--- src/rtl/flash_cmd_pkg.sv ---
package flash_cmd_pkg;

  typedef enum logic [2:0] {
    SQ_IDLE, SQ_UNL1, SQ_UNL2, SQ_PGM, SQ_ERS1, SQ_ERS2, SQ_ERS3
  } seq_t;

  typedef enum logic [1:0] {OP_NONE, OP_PGM, OP_ERS} op_t;

  localparam logic [7:0] CMD_UNL1  = 8'hAA;
  localparam logic [7:0] CMD_UNL2  = 8'h55;
  localparam logic [7:0] CMD_PGM   = 8'hA0;
  localparam logic [7:0] CMD_ERS   = 8'h80;
  localparam logic [7:0] CMD_SECT  = 8'h30;
  localparam logic [7:0] CMD_IDENT = 8'h90;
  localparam logic [7:0] CMD_EXIT  = 8'hF0;

  // program can only clear bits
  function automatic logic [7:0] merge_program(input logic [7:0] old_b,
                                               input logic [7:0] new_b);
    return old_b & new_b;
  endfunction

  // busy status: inverted data bit 7, toggle, timeout flag, zeros
  function automatic logic [7:0] status_byte(input logic d7, input logic tog);
    return {~d7, tog, 1'b0, 5'b00000};
  endfunction

  function automatic logic [7:0] id_byte(input logic sel_mfr, input logic sel_dev,
                                         input logic [7:0] mfr, input logic [7:0] dev);
    if (sel_mfr) return mfr;
    if (sel_dev) return dev;
    return 8'h00;
  endfunction

endpackage

--- src/rtl/flash_seq_decoder.sv ---
module flash_seq_decoder
  import flash_cmd_pkg::*;
#(
  parameter int ADDR_W   = 19,
  parameter int UNLOCK_W = 15,
  parameter logic [UNLOCK_W-1:0] UNL_ADDR_A = 15'h5555,
  parameter logic [UNLOCK_W-1:0] UNL_ADDR_B = 15'h2AAA
) (
  input  logic              clk,
  input  logic              rst_n,
  input  logic [ADDR_W-1:0] addr,
  input  logic [7:0]        wdata,
  input  logic              wr_en,
  input  logic              busy,
  output logic              start_prog,
  output logic              start_erase,
  output logic              id_mode
);

  seq_t seq_q, seq_d;
  logic id_q, id_d;
  logic hit_a, hit_b, accept;

  assign hit_a  = (addr[UNLOCK_W-1:0] == UNL_ADDR_A);
  assign hit_b  = (addr[UNLOCK_W-1:0] == UNL_ADDR_B);
  assign accept = wr_en && !busy;

  always_comb begin
    seq_d       = seq_q;
    id_d        = id_q;
    start_prog  = 1'b0;
    start_erase = 1'b0;
    if (accept) begin
      seq_d = SQ_IDLE;
      if (id_q) begin
        if (wdata == CMD_EXIT) id_d = 1'b0;
      end else begin
        case (seq_q)
          SQ_IDLE: if (hit_a && wdata == CMD_UNL1) seq_d = SQ_UNL1;
          SQ_UNL1: if (hit_b && wdata == CMD_UNL2) seq_d = SQ_UNL2;
          SQ_UNL2: begin
            if (hit_a && wdata == CMD_PGM)        seq_d = SQ_PGM;
            else if (hit_a && wdata == CMD_ERS)   seq_d = SQ_ERS1;
            else if (hit_a && wdata == CMD_IDENT) id_d  = 1'b1;
          end
          SQ_PGM:  start_prog = 1'b1;
          SQ_ERS1: if (hit_a && wdata == CMD_UNL1) seq_d = SQ_ERS2;
          SQ_ERS2: if (hit_b && wdata == CMD_UNL2) seq_d = SQ_ERS3;
          SQ_ERS3: if (wdata == CMD_SECT) start_erase = 1'b1;
          default: seq_d = SQ_IDLE;
        endcase
      end
    end
  end

  always_ff @(posedge clk or negedge rst_n) begin
    if (!rst_n) begin
      seq_q <= SQ_IDLE;
      id_q  <= 1'b0;
    end else begin
      seq_q <= seq_d;
      id_q  <= id_d;
    end
  end

  assign id_mode = id_q;

  // exit command leaves identification mode
  a_r9_exit_ident: assert property (@(posedge clk) disable iff (!rst_n)
    id_mode && wr_en && !busy && wdata == CMD_EXIT |=> !id_mode);

  // identification mode only entered by a written 90h
  a_r8_ident_entry: assert property (@(posedge clk) disable iff (!rst_n)
    $rose(id_mode) |-> $past(wr_en && wdata == CMD_IDENT));

endmodule

--- src/rtl/flash_op_timer.sv ---
module flash_op_timer
  import flash_cmd_pkg::*;
#(
  parameter int ADDR_W    = 19,
  parameter int PROG_CYC  = 40,
  parameter int ERASE_CYC = 2000
) (
  input  logic              clk,
  input  logic              rst_n,
  input  logic              start_prog,
  input  logic              start_erase,
  input  logic [ADDR_W-1:0] addr,
  input  logic [7:0]        wdata,
  output logic              busy,
  output logic              done,
  output op_t               op_kind,
  output logic [ADDR_W-1:0] op_addr,
  output logic [7:0]        op_data
);

  localparam int MAX_CYC = (ERASE_CYC > PROG_CYC) ? ERASE_CYC : PROG_CYC;
  localparam int CNT_W   = $clog2(MAX_CYC + 1);
  localparam logic [CNT_W-1:0] PROG_LOAD  = CNT_W'(PROG_CYC - 1);
  localparam logic [CNT_W-1:0] ERASE_LOAD = CNT_W'(ERASE_CYC - 1);

  logic [CNT_W-1:0] cnt_q;

  assign done = busy && (cnt_q == '0);

  always_ff @(posedge clk or negedge rst_n) begin
    if (!rst_n) begin
      busy    <= 1'b0;
      cnt_q   <= '0;
      op_kind <= OP_NONE;
      op_addr <= '0;
      op_data <= 8'h00;
    end else if (start_prog) begin
      busy    <= 1'b1;
      cnt_q   <= PROG_LOAD;
      op_kind <= OP_PGM;
      op_addr <= addr;
      op_data <= wdata;
    end else if (start_erase) begin
      busy    <= 1'b1;
      cnt_q   <= ERASE_LOAD;
      op_kind <= OP_ERS;
      op_addr <= addr;
      op_data <= 8'hFF;
    end else if (busy) begin
      if (cnt_q == '0) busy  <= 1'b0;
      else             cnt_q <= cnt_q - 1'b1;
    end
  end

  // busy only begins after a decoded start
  a_r1_busy_from_start: assert property (@(posedge clk) disable iff (!rst_n)
    $rose(busy) |-> $past(start_prog || start_erase));

  // completion ends the busy period on the next clock
  a_r3_done_ends_busy: assert property (@(posedge clk) disable iff (!rst_n)
    done |=> !busy);

  // a running operation keeps its target and kind
  a_r5_op_frozen: assert property (@(posedge clk) disable iff (!rst_n)
    busy && !done |=> $stable(op_addr) && $stable(op_kind) && $stable(op_data));

endmodule

--- src/rtl/flash_read_path.sv ---
module flash_read_path
  import flash_cmd_pkg::*;
#(
  parameter int         ADDR_W = 19,
  parameter logic [7:0] MFR_ID = 8'hC5,
  parameter logic [7:0] DEV_ID = 8'h3B
) (
  input  logic              clk,
  input  logic              rst_n,
  input  logic              rd_en,
  input  logic              busy,
  input  logic              op_start,
  input  logic              op_d7,
  input  logic              id_mode,
  input  logic [ADDR_W-1:0] addr,
  input  logic [7:0]        mem_rdata,
  output logic [7:0]        rdata
);

  logic tog_q;
  logic [7:0] rd_sel;

  always_comb begin
    if (busy)         rd_sel = status_byte(op_d7, tog_q);
    else if (id_mode) rd_sel = id_byte(addr == '0, addr == ADDR_W'(1), MFR_ID, DEV_ID);
    else              rd_sel = mem_rdata;
  end

  always_ff @(posedge clk or negedge rst_n) begin
    if (!rst_n) begin
      tog_q <= 1'b0;
      rdata <= 8'h00;
    end else begin
      if (op_start)            tog_q <= 1'b0;
      else if (rd_en && busy)  tog_q <= ~tog_q;
      if (rd_en) rdata <= rd_sel;
    end
  end

  // each busy read flips the toggle bit
  a_r7_toggle_flips: assert property (@(posedge clk) disable iff (!rst_n)
    busy && rd_en |=> tog_q != $past(tog_q));

  // timeout flag and low status bits read zero while busy
  a_r6_status_low: assert property (@(posedge clk) disable iff (!rst_n)
    busy && rd_en |=> rdata[5:0] == 6'd0);

  // read data holds without a strobe
  a_r11_rdata_hold: assert property (@(posedge clk) disable iff (!rst_n)
    !rd_en |=> $stable(rdata));

endmodule

--- src/rtl/flash_cmd_ctrl.sv ---
module flash_cmd_ctrl
  import flash_cmd_pkg::*;
#(
  parameter int         ADDR_W    = 19,
  parameter int         SECTORS   = 8,
  parameter int         UNLOCK_W  = 15,
  parameter int         PROG_CYC  = 40,
  parameter int         ERASE_CYC = 2000,
  parameter logic [7:0] MFR_ID    = 8'hC5,
  parameter logic [7:0] DEV_ID    = 8'h3B,
  localparam int        SECT_W    = $clog2(SECTORS)
) (
  input  logic              clk,
  input  logic              rst_n,
  input  logic [ADDR_W-1:0] addr,
  input  logic [7:0]        wdata,
  input  logic              wr_en,
  input  logic              rd_en,
  output logic [7:0]        rdata,
  output logic              ready,
  output logic [ADDR_W-1:0] mem_addr,
  output logic [7:0]        mem_wdata,
  output logic              mem_we,
  output logic              mem_erase,
  output logic [SECT_W-1:0] mem_sector,
  input  logic [7:0]        mem_rdata
);

  logic              start_prog, start_erase, id_mode;
  logic              busy, done;
  op_t               op_kind;
  logic [ADDR_W-1:0] op_addr;
  logic [7:0]        op_data;

  flash_seq_decoder #(
    .ADDR_W(ADDR_W), .UNLOCK_W(UNLOCK_W),
    .UNL_ADDR_A(UNLOCK_W'(16'h5555)), .UNL_ADDR_B(UNLOCK_W'(16'h2AAA))
  ) u_dec (
    .clk(clk), .rst_n(rst_n), .addr(addr), .wdata(wdata), .wr_en(wr_en),
    .busy(busy), .start_prog(start_prog), .start_erase(start_erase),
    .id_mode(id_mode)
  );

  flash_op_timer #(
    .ADDR_W(ADDR_W), .PROG_CYC(PROG_CYC), .ERASE_CYC(ERASE_CYC)
  ) u_tmr (
    .clk(clk), .rst_n(rst_n), .start_prog(start_prog), .start_erase(start_erase),
    .addr(addr), .wdata(wdata), .busy(busy), .done(done), .op_kind(op_kind),
    .op_addr(op_addr), .op_data(op_data)
  );

  flash_read_path #(
    .ADDR_W(ADDR_W), .MFR_ID(MFR_ID), .DEV_ID(DEV_ID)
  ) u_rd (
    .clk(clk), .rst_n(rst_n), .rd_en(rd_en), .busy(busy),
    .op_start(start_prog || start_erase), .op_d7(op_data[7]),
    .id_mode(id_mode), .addr(addr), .mem_rdata(mem_rdata), .rdata(rdata)
  );

  assign ready      = !busy;
  assign mem_addr   = busy ? op_addr : addr;
  assign mem_wdata  = merge_program(mem_rdata, op_data);
  assign mem_we     = done && (op_kind == OP_PGM);
  assign mem_erase  = done && (op_kind == OP_ERS);
  assign mem_sector = op_addr[ADDR_W-1 -: SECT_W];

  // an array write never sets a bit that was clear
  a_r2_clear_only: assert property (@(posedge clk) disable iff (!rst_n)
    mem_we |-> (mem_wdata & ~mem_rdata) == 8'h00);

  // writes while busy never start a new operation
  a_r5_busy_ignores: assert property (@(posedge clk) disable iff (!rst_n)
    busy |-> !start_prog && !start_erase);

endmodule

--- config.mk ---
export PLATFORM = sky130hd
export DESIGN_NAME = flash_cmd_ctrl
export DESIGN_NICKNAME = d
export VERILOG_FILES = /design/src/rtl/flash_cmd_pkg.sv /design/src/rtl/flash_seq_decoder.sv /design/src/rtl/flash_op_timer.sv /design/src/rtl/flash_read_path.sv /design/src/rtl/flash_cmd_ctrl.sv
export SDC_FILE = /design/constraint.sdc
export NUM_CORES = 1
export LEC_CHECK = 0
export BUFFER_PORTS_ARGS = -buffer_cell sky130_fd_sc_hd__buf_2
export CELL_PAD_IN_SITES_DETAIL_PLACEMENT = 0
export CELL_PAD_IN_SITES_GLOBAL_PLACEMENT = 2
export CORE_ASPECT_RATIO = 1.1
export CORE_MARGIN = 5
export CORE_UTILIZATION = 33
export CTS_BUF_LIST = sky130_fd_sc_hd__clkbuf_4 sky130_fd_sc_hd__clkbuf_8 sky130_fd_sc_hd__clkbuf_16
export CTS_CLUSTER_SIZE = 14
export DETAILED_ROUTE_END_ITERATION = 6
export GPL_ROUTABILITY_DRIVEN = 0
export MAX_ROUTING_LAYER = met4
export PLACE_DENSITY = 0.76
export SLEW_MARGIN = 10
export SYNTH_ARGS = -nofsm -noshare
export SYNTH_HDL_FRONTEND = slang
export SYNTH_HIERARCHICAL = 1
export SYNTH_SLANG_ARGS = --single-unit
--- constraint.sdc ---
create_clock -name clk -period 3.2 [get_ports clk]
set_input_delay 0.48 -clock clk [delete_from_list [all_inputs] [get_ports clk]]
set_output_delay 0.48 -clock clk [all_outputs]
set_load 0.02 [all_outputs]
After elaboration in Yosys (flattened, before gate mapping)

Index checks and enable logic that the tools add are counted.

Add/subtract/negate cells: 1
Reduce and logical (&&, ||, !) cells: 19
Bitwise logic cells: 3
Equal/unequal tests: 19
Multiplexer cells: 51

Operators with widths:

| cell                    | count |
|---|---|
| $mux W8                 | 8 |
| $mux W19                | 3 |
| $mux W11                | 4 |
| $eq A8 B8 Y1 const B    | 5 |
| $mux W1                 | 27 |
| $eq A19 B1 Y1 const B   | 1 |
| $logic_not A19 Y1       | 1 |
| $eq A15 B14 Y1 const B  | 1 |
| $eq A15 B15 Y1 const B  | 1 |
| $mux W3                 | 5 |
| $pmux W3 S5             | 1 |
| $logic_not A11 Y1       | 1 |
| $sub A11 B1 Y11 const B | 1 |
| $logic_and A1 B1 Y1     | 10 |
| $eq A3 B3 Y1 const B    | 3 |
| $and A8 B8 Y8           | 1 |
| $eq A8 B6 Y1 const B    | 1 |
| $eq A8 B7 Y1 const B    | 1 |
| $eq A3 B2 Y1 const B    | 2 |
| $mux W2                 | 3 |
| $reduce_bool A2 Y1      | 2 |
| $eq A3 B1 Y1 const B    | 1 |
| $logic_not A3 Y1        | 1 |
| $ne A3 B3 Y1 const B    | 1 |
| other kinds (7)         | 8 |

Register bits: 54
Logic and storage cells: 102
Output and inout port bits: 41
Input port bits: 39

Longest topological paths before layout

Depth after elaboration: 11
Gate-level depth with buffers: 8
Depth with buffers taken out: 8

By module

Netlist, hierarchy kept.

By module, submodules not included:

| module            | instances | seq. area each (µm²) | area an instance (µm²) | cells each |
|---|---|---|---|---|
| flash_op_timer    | 1         | 1026.0               | 1761.7                 | 153 |
| flash_read_path   | 1         | 225.2                | 500.5                  | 55 |
| flash_seq_decoder | 1         | 100.1                | 444.2                  | 51 |
| flash_cmd_ctrl    | 1         | 0.0                  | 385.4                  | 33 |

Worst setup path before layout

Ideal clock, no wire load.

Path kind: register to register
Start point: register u_tmr.busy
End point: register u_tmr.op_addr[0]
Cell stages (with the launch flop): 8
Required time: 3.075 ns
Path buffers: 1
Setup time: 0.125 ns
Clock period less this slack: 2.420 ns
Slack: 0.780 ns
Data arrival time: 2.295 ns
Cells stage by stage: dfrtp_1 -> nand2b_1 -> nor3_1 -> nand4_1 -> nor4_1 -> or2_2 -> buf_2 -> mux2_2

Longest elaborated chain between the ends: 4
Elaborated cells between the ends (all ways): 6
Classes of those cells: mux: 3; reduce/logical: 3

Ends and longest elaborated chain:

| what                                | RTL line                | text |
|---|---|---|
| start: declaration                  | flash_op_timer.sv:14    | `output logic busy,` |
| start signal: assignment            | flash_op_timer.sv:32    | `busy <= 1'b0;` |
| start signal: assignment            | flash_op_timer.sv:38    | `busy <= 1'b1;` |
| start signal: assignment            | flash_op_timer.sv:44    | `busy <= 1'b1;` |
| $logic_not A1 Y1                    | flash_seq_decoder.sv:26 | `assign accept = wr_en && !busy;` |
| $logic_and A1 B1 Y1                 | flash_seq_decoder.sv:26 |  |
| $mux W1                             | flash_seq_decoder.sv:33 | `if (accept) begin` |
| via start_erase                     | flash_cmd_ctrl.sv:29    | `logic start_prog, start_erase, id_mode;` |
| $reduce_bool A2 Y1 (no source line) | --                      |  |
| end signal: assignment              | flash_op_timer.sv:41    | `op_addr <= addr;` |
| end signal: assignment              | flash_op_timer.sv:47    | `op_addr <= addr;` |
| end: declaration                    | flash_op_timer.sv:17    | `output logic [ADDR_W-1:0] op_addr,` |

The timed path passes the listed nets, and every way through them passes these cells.
A chain may end at the register's enable or synchronous reset.

Worst setup path in the final report

Start point: register u_tmr.cnt_q[8]
End point: output mem_erase

Longest elaborated chain between the ends: 3

Ends and longest elaborated chain:

| what                     | RTL line             | text |
|---|---|---|
| start: declaration       | flash_op_timer.sv:26 | `logic [CNT_W-1:0] cnt_q;` |
| start signal: assignment | flash_op_timer.sv:51 | `else cnt_q <= cnt_q - 1'b1;` |
| $logic_not A11 Y1        | flash_op_timer.sv:28 | `assign done = busy && (cnt_q == '0);` |
| $logic_and A1 B1 Y1      | flash_op_timer.sv:28 |  |
| via done                 | flash_cmd_ctrl.sv:30 | `logic busy, done;` |
| $logic_and A1 B1 Y1      | flash_cmd_ctrl.sv:64 | `assign mem_erase = done && (op_kind == OP_ERS);` |
| end: declaration         | flash_cmd_ctrl.sv:24 | `output logic mem_erase,` |

The timed path passes the listed nets, and every way through them passes these cells.

==> flow_summary.ini <==
[sta]
tightest_slew_ns = 0.604
final-setup-viol-count = 0
max_slew_margin_pct = 59.7
rsz0062_at_grt = false
finalHoldViolations = 0
final.min_clock_period_ns = 2.56
fin_setup_tns_ns = 0
finalMaxSlewViolations = 0
period_share_pct = 80.0
fmax_ghz = 0.391
skew_ns = 0.0116

[setup_path]
start_kind = register
cp_top_family = simple AND/OR/NAND/NOR gates
slowest_delay_ns = 0.54
worstSetupEndpointType = output port
crit_arrival_ns = 2.08
worst-path-max-fanout = 9
worstPathCellList = nor4_4 -> nand2_1 -> nor3_1 -> and3b_1 -> buf_2
crit_required_ns = 2.72
worstSetupPathType = reg2out
cp_slowest_cell = nor4_4
cp_num_buf_inv = 1

[synthesis]
syn_area_per_cell_um2 = 10.6
seq_area_frac_synth_pct = 43.7
syn_nets = 332
ys_types = 57
ys.flop_type = dfrtp_1
ys_ff_latch = 54
synth_edf_count = 0
ys_warn_count = 6
netlist_area_um2 = 3090
synthArstFlopShare_pct = 100
synth_cells = 292

[clocking]
insertion_delay_ns = 0.31
cts_tree = built
postCtsSetupRepairBufs = 0
cts_hold_buf = 0
cts_buffers = 5
clkTransAtPathRegs_ns = 0.11
root_buffer = clkbuf_8
cts.sinks = 54
clk_path_buf_depth = 2
htreeDepth = 2
ctsResizeCount = 0

[global_route]
grt_pass1_wl_mm = 13.5
antenna_found_initial = 0
grt_usage_pct = 15.2
overflow = 0
grt_max_degree = 30
grt_pass1_vias = 2628

[cells_and_area]
final_nets = 413
design_area_um2 = 3710
layout_common_cells = buf_2, dfrtp_1, nand2_1
antenna_cells = 0
drive_gt1_share_pct = 38.8
multi_input_area_um2 = 1670
final_common_cell = buf_2
regArea_um2 = 1350
synthToLayoutAreaGrowth_pct = 20.0
fillers = 935

[route]
ant_nets = 0
drt-vias-per-instance = 5.23
wl_per_cell_um = 16.8
drtIter0Drc = 133
drc = 0
drt_pre_antenna_iters = 4
vias = 2568
wl_mm = 8.26

[floorplanning]
die_x_um = 102
coreArea_um2 = 9260
die_area_um2 = 11400
num_rows = 37
dieHeight_um = 112
io_pins = 80
start_util_pct = 33.4

[job]
maxCapViolCount = 0

[run_status]
status = completed

[place]
postPlaceCellArea_um2 = 3620
hpwl_mm = 5.99
port_buffers = 79

[pwr]
power_density_nw_per_um2 = 377
p_leak_uw = 0.00180
ir_worst_vdd_mv = 0.174

[min_path]
hp-class = in2async
## worst register-to-register path: cells and delay by family, from the launching register on
| kind | cells | cell delay, ns |
|---|---|---|
| AND/OR/NAND/NOR | 5 | 1.34 |
| multiplexers | 1 | 0.40 |
| flip-flops | 1 | 0.39 |
## final timing paths
path,from,end,slack (ns),cells past startpoint
setup / recovery,u_tmr/cnt_q[8]$_DFFE_PN0P_,mem_erase,0.64,5
hold / removal,rst_n,u_tmr/cnt_q[10]$_DFFE_PN0P_,0.17,1
setup reg to reg,u_tmr/busy$_DFF_PN0_,u_tmr/op_addr[14]$_DFFE_PN0P_,0.94,6
hold reg to reg,u_tmr/op_kind[0]$_DFFE_PN0P_,u_tmr/op_kind[0]$_DFFE_PN0P_,0.51,1
max in group asynchronous,rst_n,u_dec/id_mode$_DFFE_PN0P_,2.21,2
min in group clk,mem_rdata[5],u_rd/rdata[5]$_DFFE_PN0P_,0.37,3
## metal layers
layer  vias to the layer above  share of wire [%]  GRT usage [%]  routed length [um]
met5                         -                  0              -                   0
met1                      1246                 49           22.2                4070
met2                        76                 44           22.1                3670
met3                         6                5.3           2.51                 435
li1                       1240                  -              -                   -
met4                         0                1.0           3.32                  85
## cells in the mapped netlist (4+ instances only)
cell type	count	area, um^2
dfrtp_1	54	1350
nand2_1	27	101
nor2_1	24	90.1
mux2_2	19	214
mux2_4	19	285
o21ai_0	16	80.1
a21oi_1	13	65.1
and2_1	10	62.6
nor4_1	10	62.6
a31oi_1	8	50.1
nor2b_1	7	43.8
inv_1	6	22.5
nand4_1	6	37.5
nand2b_1	5	31.3
nor4bb_1	5	50.1
nand3_1	4	20.0
nand4bb_1	4	45.0
nor3_1	4	20.0
## cell families after synthesis
logic type | synth area share (%)
adder cells (fa/ha/maj) | 0.405
multiplexers | 16.8
buffers and inverters | 2.59
AO/OA/AOI/OAI | 10.4
XOR/XNOR | 0.567
AND/OR/NAND/NOR | 25.5
flip-flops | 43.7
## report_power, final
group | total [uW] | leakage (uW) | switching, uW | internal [uW]
Clock | 414 | 0.0000472 | 239 | 175
Combinational | 219 | 0.00107 | 126 | 92.8
Sequential | 767 | 0.000679 | 40.9 | 726
Total | 1400 | 0.00180 | 407 | 994
## through the flow
stage                     std cells  utilization, %  setup slack [ns]  power, uW  hold slack (ns)
after global routing            491            40.1             0.461       1470            0.212
after detailed placement        483            39.1             0.850       1000            0.489
final                           491            40.1             0.640       1400            0.166
after CTS                       491            40.1             0.620       1420            0.191
after global placement          483            39.1             0.923        999            0.479
after floorplan                 292               -             0.780        892            0.184
## area by class of cell
type / instances / share of cell area [%]
multi-input cells: 222 / 44.9
flip-flops and latches: 54 / 36.4
repair buffers: 83 / 11.5
well taps: 117 / 3.94
clock buffers: 6 / 2.23
inverters: 7 / 0.708
clock inverters: 2 / 0.337
## sequential cells by signal (all words and copies together), names as in the netlist
| signal | flops |
|---|---|
| u_tmr/op_addr | 19 |
| u_tmr/cnt_q | 11 |
| u_rd/rdata | 8 |
| u_tmr/op_data | 8 |
| u_dec/seq_q | 3 |
| u_tmr/op_kind | 2 |
| u_dec/id_mode | 1 |
| u_rd/tog_q | 1 |
| u_tmr/busy | 1 |
Power figures use the tool's default switching activity.
